## src/rtl/stby_seq_pkg.sv

```systemverilog
package stby_seq_pkg;

  typedef enum logic [3:0] {
    ST_IDLE,
    ST_FIRST,
    ST_SECOND,
    ST_HIGH,
    ST_HOLD,
    ST_STRAP,
    ST_S5WAIT,
    ST_SOFTOFF,
    ST_FAULT
  } seq_st_e;

  // bit positions of the synchronized input bus
  localparam int unsigned SI_RTC = 0;
  localparam int unsigned SI_1V8 = 1;
  localparam int unsigned SI_1V0 = 2;
  localparam int unsigned SI_3V3 = 3;
  localparam int unsigned SI_CLK = 4;
  localparam int unsigned SI_SLP = 5;
  localparam int unsigned SI_W   = 6;

  localparam logic [1:0] ORD_1V8_FIRST = 2'd0;
  localparam logic [1:0] ORD_1V0_FIRST = 2'd1;

  function automatic int unsigned max3(input int unsigned a, input int unsigned b,
                                       input int unsigned c);
    int unsigned m;
    m = (a > b) ? a : b;
    return (m > c) ? m : c;
  endfunction

endpackage

```

## src/rtl/stby_rst_sync.sv

```systemverilog
module stby_rst_sync #(
  parameter int unsigned STAGES = 2
) (
  input  logic clk,
  input  logic rst_n,
  output logic rst_sync_n
);
  logic [STAGES-1:0] chain_q;

  always_ff @(posedge clk or negedge rst_n) begin
    if (!rst_n) chain_q <= '0;
    else        chain_q <= {chain_q[STAGES-2:0], 1'b1};
  end

  assign rst_sync_n = chain_q[STAGES-1];
endmodule

```

## src/rtl/stby_sync_bus.sv

```systemverilog
module stby_sync_bus #(
  parameter int unsigned W      = 6,
  parameter int unsigned STAGES = 2
) (
  input  logic         clk,
  input  logic         rst_n,
  input  logic [W-1:0] d,
  output logic [W-1:0] q
);
  for (genvar i = 0; i < W; i++) begin : g_bit
    logic [STAGES-1:0] sh_q;
    always_ff @(posedge clk or negedge rst_n) begin
      if (!rst_n) sh_q <= '0;
      else        sh_q <= {sh_q[STAGES-2:0], d[i]};
    end
    assign q[i] = sh_q[STAGES-1];
  end
endmodule

```

## src/rtl/stby_cycle_timer.sv

```systemverilog
module stby_cycle_timer #(
  parameter int unsigned W = 8
) (
  input  logic         clk,
  input  logic         rst_n,
  input  logic         clr,
  input  logic         en,
  input  logic [W-1:0] lim,
  output logic         done
);
  logic [W-1:0] cnt_q, cnt_d;
  logic         cnt_ce;

  assign done   = (cnt_q >= lim);
  assign cnt_ce = clr || (en && !done);

  always_comb begin
    if (clr) cnt_d = '0;
    else     cnt_d = cnt_q + 1'b1;
  end

  always_ff @(posedge clk or negedge rst_n) begin
    if (!rst_n)      cnt_q <= '0;
    else if (cnt_ce) cnt_q <= cnt_d;
  end
endmodule

```

## src/rtl/stby_rtc_gate.sv

```systemverilog
module stby_rtc_gate #(
  parameter int unsigned T_RTC = 225000
) (
  input  logic clk,
  input  logic rst_n,
  input  logic rtc_good,
  input  logic fault,
  output logic rtc_rst_n
);
  localparam int unsigned W   = $clog2(T_RTC + 1);
  localparam logic [W-1:0] LIM = W'(T_RTC - 1);

  logic rel_q, rel_d, tmr_done;

  stby_cycle_timer #(.W(W)) u_rtc_tmr (
    .clk  (clk),
    .rst_n(rst_n),
    .clr  (!rtc_good),
    .en   (!rel_q),
    .lim  (LIM),
    .done (tmr_done)
  );

  assign rel_d = rtc_good && (rel_q || tmr_done);

  always_ff @(posedge clk or negedge rst_n) begin
    if (!rst_n) rel_q <= 1'b0;
    else        rel_q <= rel_d;
  end

  assign rtc_rst_n = rel_q && !fault;
endmodule

```

## src/rtl/stby_rail_fsm.sv

```systemverilog
module stby_rail_fsm
  import stby_seq_pkg::*;
#(
  parameter int unsigned T_RSM   = 250000,
  parameter int unsigned T_STRAP = 10,
  parameter int unsigned T_TMO   = 1048576
) (
  input  logic       clk,
  input  logic       rst_n,
  input  logic [1:0] mode,
  input  logic       pg_1v8,
  input  logic       pg_1v0,
  input  logic       pg_3v3,
  input  logic       refclk_ok,
  input  logic       slp_n,
  output logic       en_1v8,
  output logic       en_1v0,
  output logic       en_3v3,
  output logic       resume_rst_n,
  output logic       strap_drv,
  output logic       soft_off,
  output logic       fault
);
  localparam int unsigned TMAX = max3(T_RSM, T_STRAP, T_TMO);
  localparam int unsigned W    = $clog2(TMAX + 1);
  localparam logic [W-1:0] LIM_RSM   = W'(T_RSM - 1);
  localparam logic [W-1:0] LIM_STRAP = W'(T_STRAP - 1);
  localparam logic [W-1:0] LIM_TMO   = W'(T_TMO - 1);

  seq_st_e      st_q, st_d;
  logic [1:0]   mode_q;
  logic         mode_ce;
  logic [2:0]   seen_q, seen_d, pg_vec, en_vec;
  logic [W-1:0] lim;
  logic         tmr_clr, tmr_done;
  logic         first_ok, both_ok, drop;

  // lower-rail readiness for the first step
  always_comb begin
    case (mode_q)
      ORD_1V8_FIRST: first_ok = pg_1v8;
      ORD_1V0_FIRST: first_ok = pg_1v0;
      default:       first_ok = pg_1v8 && pg_1v0;
    endcase
  end
  assign both_ok = pg_1v8 && pg_1v0;

  // a rail seen good while enabled must stay good
  assign pg_vec = {pg_3v3, pg_1v0, pg_1v8};
  assign en_vec = {en_3v3, en_1v0, en_1v8};
  assign seen_d = seen_q | (pg_vec & en_vec);
  assign drop   = |(seen_q & ~pg_vec);

  // next state
  always_comb begin
    st_d = st_q;
    lim  = LIM_TMO;
    case (st_q)
      ST_IDLE:   st_d = ST_FIRST;
      ST_FIRST: begin
        if (mode_q[1]) begin
          if (both_ok)       st_d = ST_HIGH;
          else if (tmr_done) st_d = ST_FAULT;
        end else begin
          if (first_ok)      st_d = ST_SECOND;
          else if (tmr_done) st_d = ST_FAULT;
        end
      end
      ST_SECOND: begin
        if (both_ok)         st_d = ST_HIGH;
        else if (tmr_done)   st_d = ST_FAULT;
      end
      ST_HIGH: begin
        if (pg_3v3 && refclk_ok) st_d = ST_HOLD;
        else if (tmr_done)       st_d = ST_FAULT;
      end
      ST_HOLD: begin
        lim = LIM_RSM;
        if (tmr_done && refclk_ok) st_d = ST_STRAP;
      end
      ST_STRAP: begin
        lim = LIM_STRAP;
        if (tmr_done) st_d = ST_S5WAIT;
      end
      ST_S5WAIT: if (!slp_n) st_d = ST_SOFTOFF;
      default:   st_d = st_q;
    endcase
    if (drop && (st_q != ST_FAULT) && (st_q != ST_IDLE)) st_d = ST_FAULT;
  end

  assign tmr_clr = (st_d != st_q) || ((st_q == ST_HOLD) && !refclk_ok);
  assign mode_ce = (st_q == ST_IDLE);

  stby_cycle_timer #(.W(W)) u_step_tmr (
    .clk  (clk),
    .rst_n(rst_n),
    .clr  (tmr_clr),
    .en   (1'b1),
    .lim  (lim),
    .done (tmr_done)
  );

  // registers
  always_ff @(posedge clk or negedge rst_n) begin
    if (!rst_n) begin
      st_q   <= ST_IDLE;
      seen_q <= '0;
    end else begin
      st_q   <= st_d;
      seen_q <= seen_d;
    end
  end

  always_ff @(posedge clk or negedge rst_n) begin
    if (!rst_n)       mode_q <= ORD_1V8_FIRST;
    else if (mode_ce) mode_q <= mode;
  end

  // output decode from the state register
  always_comb begin
    en_1v8       = 1'b0;
    en_1v0       = 1'b0;
    en_3v3       = 1'b0;
    resume_rst_n = 1'b0;
    strap_drv    = 1'b1;
    soft_off     = 1'b0;
    fault        = 1'b0;
    case (st_q)
      ST_FIRST: begin
        en_1v8 = (mode_q != ORD_1V0_FIRST);
        en_1v0 = (mode_q != ORD_1V8_FIRST);
      end
      ST_SECOND: begin
        en_1v8 = 1'b1;
        en_1v0 = 1'b1;
      end
      ST_HIGH, ST_HOLD: begin
        en_1v8 = 1'b1;
        en_1v0 = 1'b1;
        en_3v3 = 1'b1;
      end
      ST_STRAP: begin
        en_1v8       = 1'b1;
        en_1v0       = 1'b1;
        en_3v3       = 1'b1;
        resume_rst_n = 1'b1;
      end
      ST_S5WAIT, ST_SOFTOFF: begin
        en_1v8       = 1'b1;
        en_1v0       = 1'b1;
        en_3v3       = 1'b1;
        resume_rst_n = 1'b1;
        strap_drv    = 1'b0;
        soft_off     = (st_q == ST_SOFTOFF);
      end
      ST_FAULT: fault = 1'b1;
      default: ;
    endcase
  end
endmodule

```

## src/rtl/stby_rail_seq.sv

```systemverilog
module stby_rail_seq
  import stby_seq_pkg::*;
#(
  parameter int unsigned T_RSM       = 250000,
  parameter int unsigned T_RTC       = 225000,
  parameter int unsigned T_STRAP     = 10,
  parameter int unsigned T_TMO       = 1048576,
  parameter int unsigned SYNC_STAGES = 2
) (
  input  logic       clk,
  input  logic       rst_n,
  input  logic [1:0] order_mode,
  input  logic       pg_rtc,
  input  logic       pg_1v8,
  input  logic       pg_1v0,
  input  logic       pg_3v3,
  input  logic       refclk_ok,
  input  logic       slp_s45_n,
  output logic       en_1v8,
  output logic       en_1v0,
  output logic       en_3v3,
  output logic       rtc_rst_n,
  output logic       resume_rst_n,
  output logic       strap_drv,
  output logic       core_pwrok,
  output logic       soft_off,
  output logic       fault
);
  logic            rst_int_n;
  logic [SI_W-1:0] raw, syn;

  assign raw = {slp_s45_n, refclk_ok, pg_3v3, pg_1v0, pg_1v8, pg_rtc};

  stby_rst_sync #(.STAGES(SYNC_STAGES)) u_rst_sync (
    .clk       (clk),
    .rst_n     (rst_n),
    .rst_sync_n(rst_int_n)
  );

  stby_sync_bus #(.W(SI_W), .STAGES(SYNC_STAGES)) u_sync (
    .clk  (clk),
    .rst_n(rst_int_n),
    .d    (raw),
    .q    (syn)
  );

  stby_rail_fsm #(.T_RSM(T_RSM), .T_STRAP(T_STRAP), .T_TMO(T_TMO)) u_fsm (
    .clk         (clk),
    .rst_n       (rst_int_n),
    .mode        (order_mode),
    .pg_1v8      (syn[SI_1V8]),
    .pg_1v0      (syn[SI_1V0]),
    .pg_3v3      (syn[SI_3V3]),
    .refclk_ok   (syn[SI_CLK]),
    .slp_n       (syn[SI_SLP]),
    .en_1v8      (en_1v8),
    .en_1v0      (en_1v0),
    .en_3v3      (en_3v3),
    .resume_rst_n(resume_rst_n),
    .strap_drv   (strap_drv),
    .soft_off    (soft_off),
    .fault       (fault)
  );

  stby_rtc_gate #(.T_RTC(T_RTC)) u_rtc (
    .clk      (clk),
    .rst_n    (rst_int_n),
    .rtc_good (syn[SI_RTC]),
    .fault    (fault),
    .rtc_rst_n(rtc_rst_n)
  );

  assign core_pwrok = 1'b0;
endmodule

```

## config.mk

```make
export PLATFORM = sky130hd
export DESIGN_NAME = stby_rail_seq
export DESIGN_NICKNAME = d
export VERILOG_FILES = /design/src/rtl/stby_seq_pkg.sv /design/src/rtl/stby_rst_sync.sv /design/src/rtl/stby_sync_bus.sv /design/src/rtl/stby_cycle_timer.sv /design/src/rtl/stby_rtc_gate.sv /design/src/rtl/stby_rail_fsm.sv /design/src/rtl/stby_rail_seq.sv
export SDC_FILE = /design/constraint.sdc
export NUM_CORES = 1
export LEC_CHECK = 0
export ABC_AREA = 1
export BUFFER_PORTS_ARGS = -buffer_cell sky130_fd_sc_hd__buf_2
export CAP_MARGIN = 15
export CORE_MARGIN = 1.5
export CORE_UTILIZATION = 30
export CTS_BUF_LIST = sky130_fd_sc_hd__clkbuf_4 sky130_fd_sc_hd__clkbuf_8
export CTS_CLUSTER_SIZE = 30
export DETAILED_ROUTE_END_ITERATION = 8
export GPL_ROUTABILITY_DRIVEN = 0
export SLEW_MARGIN = 20
export SYNTH_ARGS = -nofsm -noshare
export SYNTH_HDL_FRONTEND = slang
export SYNTH_SLANG_ARGS = --single-unit
export TNS_END_PERCENT = 5
```

## constraint.sdc

```tcl
create_clock -name clk -period 2.15 [get_ports clk]
set_input_delay 0.215 -clock clk [delete_from_list [all_inputs] [get_ports clk]]
set_output_delay 0.215 -clock clk [all_outputs]
set_load 0.02 [all_outputs]
```

==> Word-level counts from Yosys, hierarchy flattened <==
Cells that the tools add are included.
{ "word_totals": {"register_bits": 63, "output_inout_bits": 9, "wordCells": 82} }
{ "op_classes": {"addsub": 2, "order_cmp": 2, "eq_ne": 12, "n_mux": 21, "bitwise": 4, "n_reduce_logical": 28} }
{ "ops": {"columns": ["cell", "n"], "rows": [
  ["$pmux 20 s2", 1],
  ["$mux 4", 9],
  ["$pmux 4 s7", 1],
  ["$add 21x1->21 const B", 1],
  ["$ge 21x20->1", 1],
  ["$mux 21", 1],
  ["$add 18x1->18 const B", 1],
  ["$ge 18x18->1 const B", 1],
  ["$mux 18", 1],
  ["$eq 4x3->1 const B", 4],
  ["$logic_and 1x1->1", 9],
  ["$eq 4x2->1 const B", 2],
  ["$and 3x3->3", 2],
  ["$logic_not 1->1", 6],
  ["$pmux 1 s2", 3],
  ["$reduce_or 3->1", 2],
  ["$reduce_or 6->1", 1],
  ["$mux 1", 5],
  ["$reduce_or 5->1", 1],
  ["$eq 4x1->1 const B", 1],
  ["$eq 4x4->1 const B", 1],
  ["$logic_not 4->1", 1],
  ["$logic_or 1x1->1", 4],
  ["$ne 4x4->1", 1],
  ["other kinds (9)", 9]
]} }

==> Longest topological paths before layout <==
Gate-level depths: netlist (run 1).
{ "depth": {"word_depth": 11, "ltp_mapped": 22, "mapped_depth_nobuf": 21} }

==> Modules after synthesis <==
A second synthesis (run 1) with hierarchy kept.
{ "hier_totals": {"hier_cells": 758, "hier_area_um2": 5402.7} }
{ "by_module_without_submodules": {"columns": ["mod", "n_inst", "cells_per_inst", "area_per_inst_um2", "seq_area_each_um2"], "rows": [
  ["stby_cycle_timer at u_fsm.u_step_tmr", 1, 341, 2237.1, 525.5],
  ["stby_cycle_timer at u_rtc.u_rtc_tmr", 1, 263, 1863.0, 450.4],
  ["stby_rail_fsm", 1, 123, 838.3, 225.2],
  ["stby_sync_bus", 1, 18, 345.3, 300.3],
  ["stby_rst_sync", 1, 3, 53.8, 50.0],
  ["stby_rtc_gate", 1, 8, 53.8, 25.0],
  ["stby_rail_seq", 1, 2, 11.3, 0.0]
]} }

==> Worst setup path before layout (run 1) <==
No wires, ideal clock.
{ "synth_timing": {"kind": "reg-to-reg", "startpoint": "register u_fsm.st_q[2]", "endpoint": "register u_fsm.u_step_tmr.cnt_q[16]", "setup_time_ns": 0.120, "arrival_time_ns": 2.572, "required_ns": 2.030, "slack_ns": -0.542, "path_stages_with_launch": 20, "n_path_buf": 2, "synth_period_minus_slack_ns": 2.692, "cell_sequence": "dfrtp_1 -> inv_2 -> nor2_2 -> inv_2 -> nor2_1 -> ha_1 -> nand2_1 -> inv_1 -> nand2_1 -> nand2_1 -> nand2_1 -> nand2_1 -> nand2_1 -> nand3_2 -> buf_4 -> inv_2 -> buf_4 -> nand2_1 -> xor2_1 -> nor2_2"} }
{ "synth_via": {"elab_chain_len": 11, "elab_cells_between_ends": 30, "classes_between": "order compare: 1; eq/ne: 8; mux: 12; reduce/logical: 9"} }
{ "synth_lines": {"columns": ["item", "line_no", "source"], "rows": [
  ["from (decl)", "stby_rail_fsm.sv:30", "seq_st_e st_q, st_d;"],
  ["from (signal assigned)", "stby_rail_fsm.sv:109", "st_q <= st_d;"],
  ["$eq 4x3->1 (on tied branches)", "stby_rail_fsm.sv:58, stby_rail_fsm.sv:91", null],
  ["$pmux 20 s2", "stby_rail_fsm.sv:58", "case (st_q)"],
  ["$ge 21x20->1", "stby_cycle_timer.sv:14", "assign done = (cnt_q >= lim);"],
  ["$mux 4", null, null],
  ["$mux 4 (on tied branches)", "stby_rail_fsm.sv:65, stby_rail_fsm.sv:70", null],
  ["$mux 4", "stby_rail_fsm.sv:61", "if (mode_q[1]) begin"],
  ["$pmux 4 s7", "stby_rail_fsm.sv:58", null],
  ["$mux 4", "stby_rail_fsm.sv:88", "if (drop && (st_q != ST_FAULT) && (st_q != ST_IDLE)) st_d = ST_FAULT;"],
  ["$ne 4x4->1", "stby_rail_fsm.sv:91", "assign tmr_clr = (st_d != st_q) || ((st_q == ST_HOLD) && !refclk_ok);"],
  ["$logic_or 1x1->1", "stby_rail_fsm.sv:91", null],
  ["$mux 21 or $logic_or 1x1->1 (tied branches)", "stby_cycle_timer.sv:18, stby_cycle_timer.sv:15", null],
  ["to (signal assigned)", "stby_cycle_timer.sv:24", "else if (cnt_ce) cnt_q <= cnt_d;"],
  ["to (decl)", "stby_cycle_timer.sv:11", "logic [W-1:0] cnt_q, cnt_d;"]
]} }
Parallel ways exist; a longest one is shown, timed or not.
A chain may end at the register's enable or synchronous reset.

==> Worst setup path in the final report (run 1) <==
{ "layout_timing": {"startpoint": "register u_fsm.st_q[2]", "endpoint": "register u_fsm.u_step_tmr.cnt_q[1]"} }
Same word-level chain as after synthesis.

==> flow_metrics.env, run 1 <==
export IMPL_syn_to_final_growth_pct=34.61
export IMPL_cts_sinks=63
export IMPL_grt_pass1_wl_um=15440
export IMPL_drv_slew=0
export IMPL_min_period_ns=2.828
export IMPL_ff2ff_setup_slack_ns=-0.68
export IMPL_final_nets=609
export IMPL_cts_max_level=3
export IMPL_finalClockSkew_ns=0.008743
export IMPL_final_setup_worst_slack_ns=-0.6782
export IMPL_dp_cells=723
export IMPL_root_buffer="clkbuf_8"
export IMPL_yosysTopAreaCell="dfrtp_1"
export IMPL_grt_pass1_vias=3480
export IMPL_grt_max_degree=25
export IMPL_cp_end_kind="flip-flop"
export IMPL_layout_drive_gt1_share_pct=27.57
export IMPL_finalCritPeriodShare_pct=131.5
export IMPL_die_y_um=116.3
export IMPL_ys_seq_area_share_pct=40.95
export IMPL_ys_flop_type="dfrtp_1"
export IMPL_die_width_um=116.3
export IMPL_hold_class="in2reg"
export IMPL_fin_cells=756
export IMPL_hold_viol_final=0
export IMPL_setup_viol=25
export IMPL_n_antenna_cell=0
export IMPL_finalSetupTns_ns=-14.22
export IMPL_die_area_um2=13520
export IMPL_ant_nets=0
export IMPL_powerDensity_nw_per_um2=505.0
export IMPL_cp_start_kind="flip-flop"
export IMPL_clock_latency_ns=0.35
export IMPL_grt_overflow=0
export IMPL_fp_coreArea_um2=12570
export IMPL_firstDrtPassIters=4
export IMPL_hold_depth=3
export IMPL_synthCells=493
export IMPL_synthDistinctLibCells=37
export IMPL_synth_fp_nets=523
export IMPL_synth_avg_cell_area_um2=7.809
export IMPL_leakagePower_uw=0.002435
export IMPL_place_ws_ns=-0.5704
export IMPL_required_ns=2.38
export IMPL_r2r_end="u_fsm.u_step_tmr.cnt_q[1]"
export IMPL_cts_buffers=9
export IMPL_rr_startpoint="u_fsm.st_q[2]"
export IMPL_remaining_drc_errors=0
export IMPL_netlist_area_leader_share_pct=40.95
export IMPL_whs_endpoint="u_fsm.mode_q[1]"
export IMPL_max_freq_ghz=0.3536
export IMPL_row_count=41
export IMPL_vias_per_cell=4.623
export IMPL_rsz0062_at_grt="true"
export IMPL_yosysWarningCount=0
export IMPL_vias=3495
export IMPL_synth_seq_cells=63
export IMPL_io_pins=19
export IMPL_drv_cap=0
export IMPL_start_util_pct=30.63
export IMPL_clk_pin_slew_ns=0.08
export IMPL_dp_final_hpwl_um=6606
export IMPL_drt_iter0_markers=184
export IMPL_cp_data_arrival_time_ns=3.06
export IMPL_io_buffers=17
export IMPL_synth_edf_count=0
export IMPL_ys_async_sr_fraction_pct=100.0
export IMPL_holdCritStartpoint="order_mode[1]"
export IMPL_outcome="finished with violations"
export IMPL_violations="setup timing"
export IMPL_fin_hold_ws_ns=0.1233
export IMPL_antenna_found_initial=0
export IMPL_crit_type="reg2reg"
export IMPL_netlist_top_cells_area="dfrtp_1, nand2_1, ha_1, xor2_1, nor2_1"
export IMPL_grtUsageTotal_pct=14.44
export IMPL_worstPathMaxFanout=8
export IMPL_post_drt_wl_per_cell_um=12.27
export IMPL_tritoncts="done"
export IMPL_clockBufferDepth=2
export IMPL_totalWireLength_um=9279
export IMPL_r2r_worst_path_cells=20
export IMPL_fill_cells=1223
export IMPL_max_vdd_ir_drop_uv=317.6
export IMPL_netlist_area_um2=3850
-- worst max-delay path, stage by stage, from the launching register on --
cell	delay, ns
dfrtp_1	0.37
inv_2	0.06
nor2_4	0.14
inv_4	0.06
nor3_4	0.21
buf_12	0.18
ha_4	0.21
a21oi_1	0.15
nand2_2	0.09
a21oi_4	0.19
buf_6	0.12
nand4_1	0.12
nand2_1	0.10
nand2_1	0.08
nand2_1	0.09
nand2_2	0.06
nand2_2	0.08
nor2_4	0.05
nand2_4	0.12
clkbuf_16	0.19
nor2_4	0.03
-- where the power goes --
group / internal [uW] / switching [uW]
Sequential: 1200 / 21.8
Clock: 788 / 535
Combinational: 28.4 / 39.9
-- worst max-delay path by stage --
stage | from | to | cells past startpoint
global route | u_fsm.st_q[2] | u_fsm.u_step_tmr.cnt_q[18] | 23
CTS | u_fsm.st_q[3] | u_fsm.u_step_tmr.cnt_q[0] | 20
global placement | u_fsm.st_q[2] | u_fsm.u_step_tmr.cnt_q[0] | 22
detailed placement | u_fsm.st_q[3] | u_fsm.u_step_tmr.cnt_q[0] | 21
floorplan | u_fsm.st_q[2] | u_fsm.u_step_tmr.cnt_q[16] | 17
finish | u_fsm.st_q[2] | u_fsm.u_step_tmr.cnt_q[1] | 20
-- Yosys cell counts (2+ instances only) --
cell type	n
nand3_1	36
nor3_1	12
o21ai_0	16
nor2_1	51
xnor2_1	4
a31oi_1	2
nor2_2	24
ha_1	20
conb_1	2
inv_2	5
nand2_2	3
nand3b_1	5
buf_2	2
nor4_1	2
xor2_1	22
nand4_1	19
buf_6	2
inv_1	46
clkbuf_1	2
o221ai_1	2
a21o_1	2
dfrtp_1	63
nor2_4	2
nand2_1	125
a21oi_1	9
buf_4	4
-- state kept, by name, indices dropped and copies added, names as in the netlist --
signal / flops
u_sync.g_bit.sh_q: 12
u_fsm.u_step_tmr.cnt_q: 21
u_rst_sync.chain_q: 2
u_fsm.st_q: 4
u_fsm.seen_q: 3
u_rtc.u_rtc_tmr.cnt_q: 18
u_rtc.rel_q: 1
u_fsm.mode_q: 2
-- metal layers --
metal	global-route usage [%]	routed length (um)	up-vias
li1	-	-	1769
met1	17.25	4056	1665
met2	25.57	4830	52
met3	3.944	330	9
met4	3.984	62	0
met5	0	0	-
-- area by class of cell --
type	instances	area, um2	area share [%]
Clock inverter	7	127.6	2.463
Multi-Input combinational cell	368	2236	43.14
Inverter	52	197.7	3.815
Sequential cell	63	1578	30.44
Tap cell	172	215.2	4.153
Clock buffer	9	123.9	2.390
Timing Repair Buffer	85	704.4	13.59
-- per-stage QoR --
step	util (%)	total power, uW	area (um2)
finish	41.23	2617	5182
detailed placement	35.84	1311	4504
floorplan	-	1278	3852
global route	41.23	2727	5182
global placement	35.84	1308	4504
CTS	38.99	2662	4901
-- cells in the final DEF (no fill, tap or decap), types with 8 or more instances in the layout --
master    synthesis  layout
buf_4             4      51
nand2_1         125     112
clkbuf_8          0       9
nor3_1           12      12
nand4_1          19      19
nand2_2           3      14
inv_1            46      46
buf_2             2      17
nor2_4            2      14
nand3_1          36      35
xor2_1           22      22
ha_1             20      12
nor2_2           24      17
o21ai_0          16      14
nor2_1           51      46
a21oi_1           9       9
dfrtp_1          63      62
ha_4              0       8
-- what timing repair did --
item / in CTS / in global routing
setup buffers: 2 / 5
hold buffers: 7 / 0
pin swaps: 3 / 26
gates cloned: 0 / 3
endpoints found under the setup margin: 25 / 25
endpoints found under the hold margin: 8 / 0
gates resized for setup: 8 / 40
-- logic make-up (layout without fill, tap and decap cells) --
logic type | after synthesis | after routing | share of synthesized area (%)
AND/OR/NAND/NOR | 283 | 283 | 33.93
flip-flops | 63 | 63 | 40.95
buffers and inverters | 62 | 153 | 6.890
AO/OA/AOI/OAI | 36 | 36 | 5.362
XOR/XNOR | 26 | 26 | 5.915
adder cells (fa/ha/maj) | 20 | 20 | 6.500
other | 2 | 2 | 0.1951
multiplexers | 1 | 1 | 0.2600
(Power assumes the default switching activity.)
==> inputs of run 2 (changes only) <==
CTS_BUF_LIST = sky130_fd_sc_hd__clkbuf_4   (was sky130_fd_sc_hd__clkbuf_4 sky130_fd_sc_hd__clkbuf_8)
==> flow_metrics.env, run 2 (synthesis results as in run 1) <==
export IMPL_cp_data_arrival_time_ns=3.11
export IMPL_fp_coreArea_um2=12570
export IMPL_r2r_worst_path_cells=22
export IMPL_powerDensity_nw_per_um2=463.7
export IMPL_drt_iter0_markers=186
export IMPL_die_area_um2=13520
export IMPL_required_ns=2.47
export IMPL_clock_latency_ns=0.41
export IMPL_layout_common_cells="nand2_1, dfrtp_1, buf_4"
export IMPL_relSlewSlack_pct=66.25
export IMPL_max_vdd_ir_drop_uv=247.7
export IMPL_start_util_pct=30.63
export IMPL_drv_cap=0
export IMPL_grt_pass1_vias=3476
export IMPL_largest_reg_flops=21
export IMPL_place_ws_ns=-0.5704
export IMPL_drv_slew=0
export IMPL_post_route_util_pct=41.28
export IMPL_layout_drive_gt1_share_pct=28.89
export IMPL_hold_class="in2reg"
export IMPL_grtUsageTotal_pct=14.36
export IMPL_tritoncts="done"
export IMPL_ff2ff_setup_slack_ns=-0.64
export IMPL_die_width_um=116.3
export IMPL_r2r_end="u_fsm.u_step_tmr.cnt_q[18]"
export IMPL_ant_nets=0
export IMPL_finalSetupTns_ns=-13.91
export IMPL_final_setup_worst_slack_ns=-0.6434
export IMPL_worstMarginPinSlew_ns=0.5062
export IMPL_cp_end_kind="flip-flop"
export IMPL_vias=3505
export IMPL_row_count=41
export IMPL_syn_to_final_growth_pct=34.77
export IMPL_die_y_um=116.3
export IMPL_cts_buffers=9
export IMPL_post_drt_wl_per_cell_um=12.38
export IMPL_min_period_ns=2.793
export IMPL_outcome="finished with violations"
export IMPL_fin_hold_ws_ns=0.05580
export IMPL_cp_start_kind="flip-flop"
export IMPL_root_buffer="clkbuf_4"
export IMPL_hold_depth=3
export IMPL_dp_final_hpwl_um=6606
export IMPL_crit_type="reg2reg"
export IMPL_rr_startpoint="u_fsm.st_q[2]"
export IMPL_firstDrtPassIters=4
export IMPL_fill_cells=1222
export IMPL_worstPathMaxFanout=8
export IMPL_holdCritStartpoint="order_mode[1]"
export IMPL_finalCritPeriodShare_pct=129.9
export IMPL_totalWireLength_um=9375
export IMPL_antenna_found_initial=0
export IMPL_leakagePower_uw=0.002438
export IMPL_io_pins=19
export IMPL_setup_viol=25
export IMPL_reg_top3="u_fsm.u_step_tmr.cnt_q x21, u_rtc.u_rtc_tmr.cnt_q x18, u_sync.g_bit.sh_q x12"
export IMPL_n_antenna_cell=0
export IMPL_grt_pass1_wl_um=15370
export IMPL_rsz0062_at_grt="true"
export IMPL_vias_per_cell=4.630
export IMPL_clockBufferDepth=2
export IMPL_remaining_drc_errors=0
export IMPL_grt_overflow=0
export IMPL_final_nets=610
export IMPL_mostFrequentLayoutCell="nand2_1"
export IMPL_io_buffers=17
export IMPL_violations="setup timing"
export IMPL_clk_pin_slew_ns=0.13
export IMPL_max_freq_ghz=0.3580
export IMPL_cts_max_level=3
export IMPL_cts_sinks=63
export IMPL_power_uw=2406
export IMPL_hold_viol_final=0
export IMPL_finalClockSkew_ns=0.01346
export IMPL_grt_max_degree=25
export IMPL_regMostFlops="u_fsm.u_step_tmr.cnt_q"
export IMPL_whs_endpoint="u_fsm.mode_q[1]"
run 2: cell types whose count changed in the layout (fill, tap and decap cells not counted), moves of 3 or more:
cell,delta
clkbuf_4,+9
clkbuf_8,-9
buf_4,+3
nand3_1,-3
run 2: how the worst max path moves through the flow:
stage / from / endpoint / slack (ns) / depth (start not counted)
2_1_floorplan: u_fsm.st_q[2] / u_fsm.u_step_tmr.cnt_q[16] / -0.40 / 17
3_3_place_gp: u_fsm.st_q[2] / u_fsm.u_step_tmr.cnt_q[0] / -0.52 / 22
3_5_place_dp: u_fsm.st_q[3] / u_fsm.u_step_tmr.cnt_q[0] / -0.57 / 21
4_1_cts: u_fsm.st_q[3] / u_fsm.u_step_tmr.cnt_q[0] / -0.51 / 20
5_1_grt: u_fsm.st_q[2] / u_fsm.u_step_tmr.cnt_q[18] / -0.86 / 24
6_report: u_fsm.st_q[2] / u_fsm.u_step_tmr.cnt_q[18] / -0.64 / 22
run 2: worst max-delay path: stages (launching register included):
cell and delay, ns:
dfrtp_1 0.38, inv_2 0.06, nor2_4 0.14, inv_4 0.07, nor3_4 0.21, buf_12 0.18, ha_4 0.21, nand2_2 0.07
inv_1 0.04, nand2_1 0.07, nand2_2 0.06, a21oi_4 0.19, buf_6 0.12, nand4_1 0.12, nand2_1 0.09, nand2_1 0.07
nand2_1 0.08, nand2_2 0.06, nand2_2 0.07, nor2_4 0.05, nand2_4 0.12, clkbuf_16 0.18, nor2_4 0.04
run 2: area by class of cell:
type,count,area [um2],share of cell area (%)
Inverter,52,197.7,3.810
Clock inverter,7,127.6,2.460
Multi-Input combinational cell,368,2286,44.06
Tap cell,172,215.2,4.148
Timing Repair Buffer,86,716.9,13.82
Clock buffer,9,67.56,1.302
Sequential cell,63,1578,30.41
run 2: timing repair:
item,4_1_cts,5_1_grt
pin swaps,3,25
gates cloned,0,3
hold endpoints to repair,8,0
setup endpoints to repair,25,27
resized for setup,9,52
setup buffers,2,6
hold buffers,7,0
run 2: power breakdown:
| group | switching, uW | total, uW | internal, uW | leakage [uW] |
|---|---|---|---|---|
| combinational | 40.5 | 68.9 | 28.5 | 0.00152 |
| sequential | 21.7 | 1230 | 1200 | 0.000820 |
| clock | 505 | 1110 | 606 | 0.000103 |
| total | 567 | 2410 | 1840 | 0.00244 |
run 2: stage by stage:
stage / instances / instance area, um2
6_report: 757 / 5189
5_1_grt: 757 / 5189
4_1_cts: 748 / 4847
3_5_place_dp: 723 / 4504
3_3_place_gp: 723 / 4504
2_1_floorplan: 493 / 3852
run 2: metal layers:
metal | share of wire [%] | up-vias | wire, um | GRT usage (%)
li1 | - | 1774 | - | -
met1 | 44 | 1674 | 4143 | 17.25
met2 | 52 | 51 | 4908 | 25.57
met3 | 2.7 | 6 | 252 | 3.840
met4 | 0.77 | 0 | 72 | 3.496
met5 | 0 | - | 0 | 0
==> inputs of run 3 (changes only) <==
HOLD_SLACK_MARGIN = 0.15   (was unset)
==> flow_metrics.env, run 3 (synthesis results as in run 1) <==
export IMPL_finalSetupTns_ns=-14.04
export IMPL_hold_class="reg2async"
export IMPL_power_uw=2410
export IMPL_cts_sinks=63
export IMPL_remaining_drc_errors=0
export IMPL_r2r_worst_path_cells=22
export IMPL_regMostFlops="u_fsm.u_step_tmr.cnt_q"
export IMPL_required_ns=2.47
export IMPL_sequentialPowerShare_pct=50.9
export IMPL_cp_end_kind="flip-flop"
export IMPL_post_drt_wl_per_cell_um=12.32
export IMPL_row_count=41
export IMPL_drt_iter0_markers=169
export IMPL_hold_viol_final=0
export IMPL_start_util_pct=30.63
export IMPL_syn_to_final_growth_pct=35.55
export IMPL_clkPwrFrac_pct=46.1
export IMPL_fp_coreArea_um2=12570
export IMPL_relSlewSlack_pct=66.12
export IMPL_powerDensity_nw_per_um2=461.7
export IMPL_root_buffer="clkbuf_4"
export IMPL_vias=3510
export IMPL_netSwitchingFraction_pct=23.54
export IMPL_setup_viol=25
export IMPL_die_area_um2=13520
export IMPL_antenna_found_initial=0
export IMPL_worstPathMaxFanout=8
export IMPL_io_buffers=17
export IMPL_grt_pass1_vias=3481
export IMPL_max_freq_ghz=0.3575
export IMPL_dp_final_hpwl_um=6606
export IMPL_totalWireLength_um=9360
export IMPL_min_period_ns=2.797
export IMPL_switching_power_uw=567.2
export IMPL_intPower_uw=1843
export IMPL_clk_pin_slew_ns=0.13
export IMPL_tritoncts="done"
export IMPL_grt_pass1_wl_um=15380
export IMPL_max_vdd_ir_drop_uv=246.6
export IMPL_crit_type="reg2reg"
export IMPL_ant_nets=0
export IMPL_cts_max_level=3
export IMPL_n_antenna_cell=0
export IMPL_final_setup_worst_slack_ns=-0.6471
export IMPL_cp_start_kind="flip-flop"
export IMPL_outcome="finished with violations"
export IMPL_drv_cap=0
export IMPL_die_y_um=116.3
export IMPL_drv_slew=0
export IMPL_firstDrtPassIters=5
export IMPL_finalCritPeriodShare_pct=130.1
export IMPL_clockBufferDepth=2
export IMPL_violations="setup timing"
export IMPL_grtUsageTotal_pct=14.37
export IMPL_grt_max_degree=25
export IMPL_leakagePower_uw=0.002450
export IMPL_io_pins=19
export IMPL_rsz0062_at_grt="true"
export IMPL_grt_overflow=0
export IMPL_comb_power_share_pct=3.0
export IMPL_reg_top3="u_fsm.u_step_tmr.cnt_q x21, u_rtc.u_rtc_tmr.cnt_q x18, u_sync.g_bit.sh_q x12"
export IMPL_ff2ff_setup_slack_ns=-0.65
export IMPL_layout_common_cells="nand2_1, dfrtp_1, buf_4"
export IMPL_mostFrequentLayoutCell="nand2_1"
export IMPL_layout_drive_gt1_share_pct=28.74
export IMPL_vias_per_cell=4.618
export IMPL_worstMarginPinSlew_ns=0.5082
export IMPL_finalClockSkew_ns=0.01658
export IMPL_cts_buffers=9
export IMPL_final_nets=613
export IMPL_clock_latency_ns=0.41
export IMPL_die_width_um=116.3
export IMPL_cp_data_arrival_time_ns=3.11
export IMPL_largest_reg_flops=21
-- run 3: cell count changes in the layout (fill, tap and decap cells not counted), sizes merged --
| cell | delta |
|---|---|
| dlygate4sd3 | +3 |
-- run 3: worst max-delay path: stages, from the launching register on --
cell and delay [ns]:
dfrtp_1 0.38, inv_2 0.06, nor2_4 0.15, inv_4 0.07
nor3_4 0.21, buf_12 0.18, ha_4 0.21, nand2_2 0.07
inv_1 0.04, nand2_1 0.07, nand2_2 0.06, a21oi_4 0.19
buf_6 0.12, nand4_1 0.12, nand2_1 0.09, nand2_1 0.07
nand2_1 0.08, nand2_2 0.06, nand2_2 0.07, nor2_4 0.05
nand2_4 0.12, clkbuf_16 0.18, nor2_4 0.04
-- run 3: final cells by class --
cell class              instances  area (um2)
fillers                      1224        7350
multi-input cells             368        2286
flip-flops and latches         63        1578
repair buffers                 89       747.0
well taps                     172       215.2
inverters                      52       197.7
clock inverters                 7       127.6
clock buffers                   9       67.56
-- run 3: metal layers --
layer | vias to the layer above | wire [um] | global-route usage, %
li1 | 1780 | - | -
met1 | 1670 | 4137 | 17.29
met2 | 52 | 4881 | 25.57
met3 | 8 | 259 | 3.840
met4 | 0 | 81 | 3.496
met5 | - | 0 | 0
-- run 3: what timing repair did --
item / CTS / global route
hold buffers: 10 / 0
setup endpoints to repair: 25 / 27
resized for setup: 9 / 52
endpoints found under the hold margin: 10 / 0
setup buffers: 2 / 6
pin swaps: 3 / 25
cloned: 0 / 3
-- run 3: final timing paths --
path | to | start
worst max-delay path | u_fsm.u_step_tmr.cnt_q[18] | u_fsm.st_q[2]
worst min-delay path | u_fsm.u_step_tmr.cnt_q[19] | u_rst_sync.chain_q[1]
worst max register to register | u_fsm.u_step_tmr.cnt_q[18] | u_fsm.st_q[2]
worst min register to register | u_fsm.u_step_tmr.cnt_q[19] | u_rst_sync.chain_q[1]
max in group asynchronous | u_rtc.u_rtc_tmr.cnt_q[10] | u_rst_sync.chain_q[1]
min in group clk | u_sync.g_bit[2].sh_q[1] | u_sync.g_bit[2].sh_q[0]
-- run 3: stage by stage --
step / area (um2) / worst slack (ns) / std cells / hold slack [ns] / util [%]
floorplan: 3852 / -0.4040 / 493 / -0.08059 / -
global placement: 4504 / -0.5236 / 723 / 0.001411 / 35.84
detailed placement: 4504 / -0.5704 / 723 / 0.003729 / 35.84
CTS: 4877 / -0.5112 / 751 / 0.2677 / 38.81
global route: 5219 / -0.8621 / 760 / 0.2811 / 41.52
finish: 5219 / -0.6471 / 760 / 0.2341 / 41.52
-- run 3: power by group through the flow --
stage	Sequential (uW)	Combinational [uW]	Clock (uW)
finish	1230	73.1	1110
global route	1230	84.9	1200
CTS	1230	75.0	1150
detailed placement	1250	60.8	0
global placement	1250	59.2	0
floorplan	1250	26.4	0
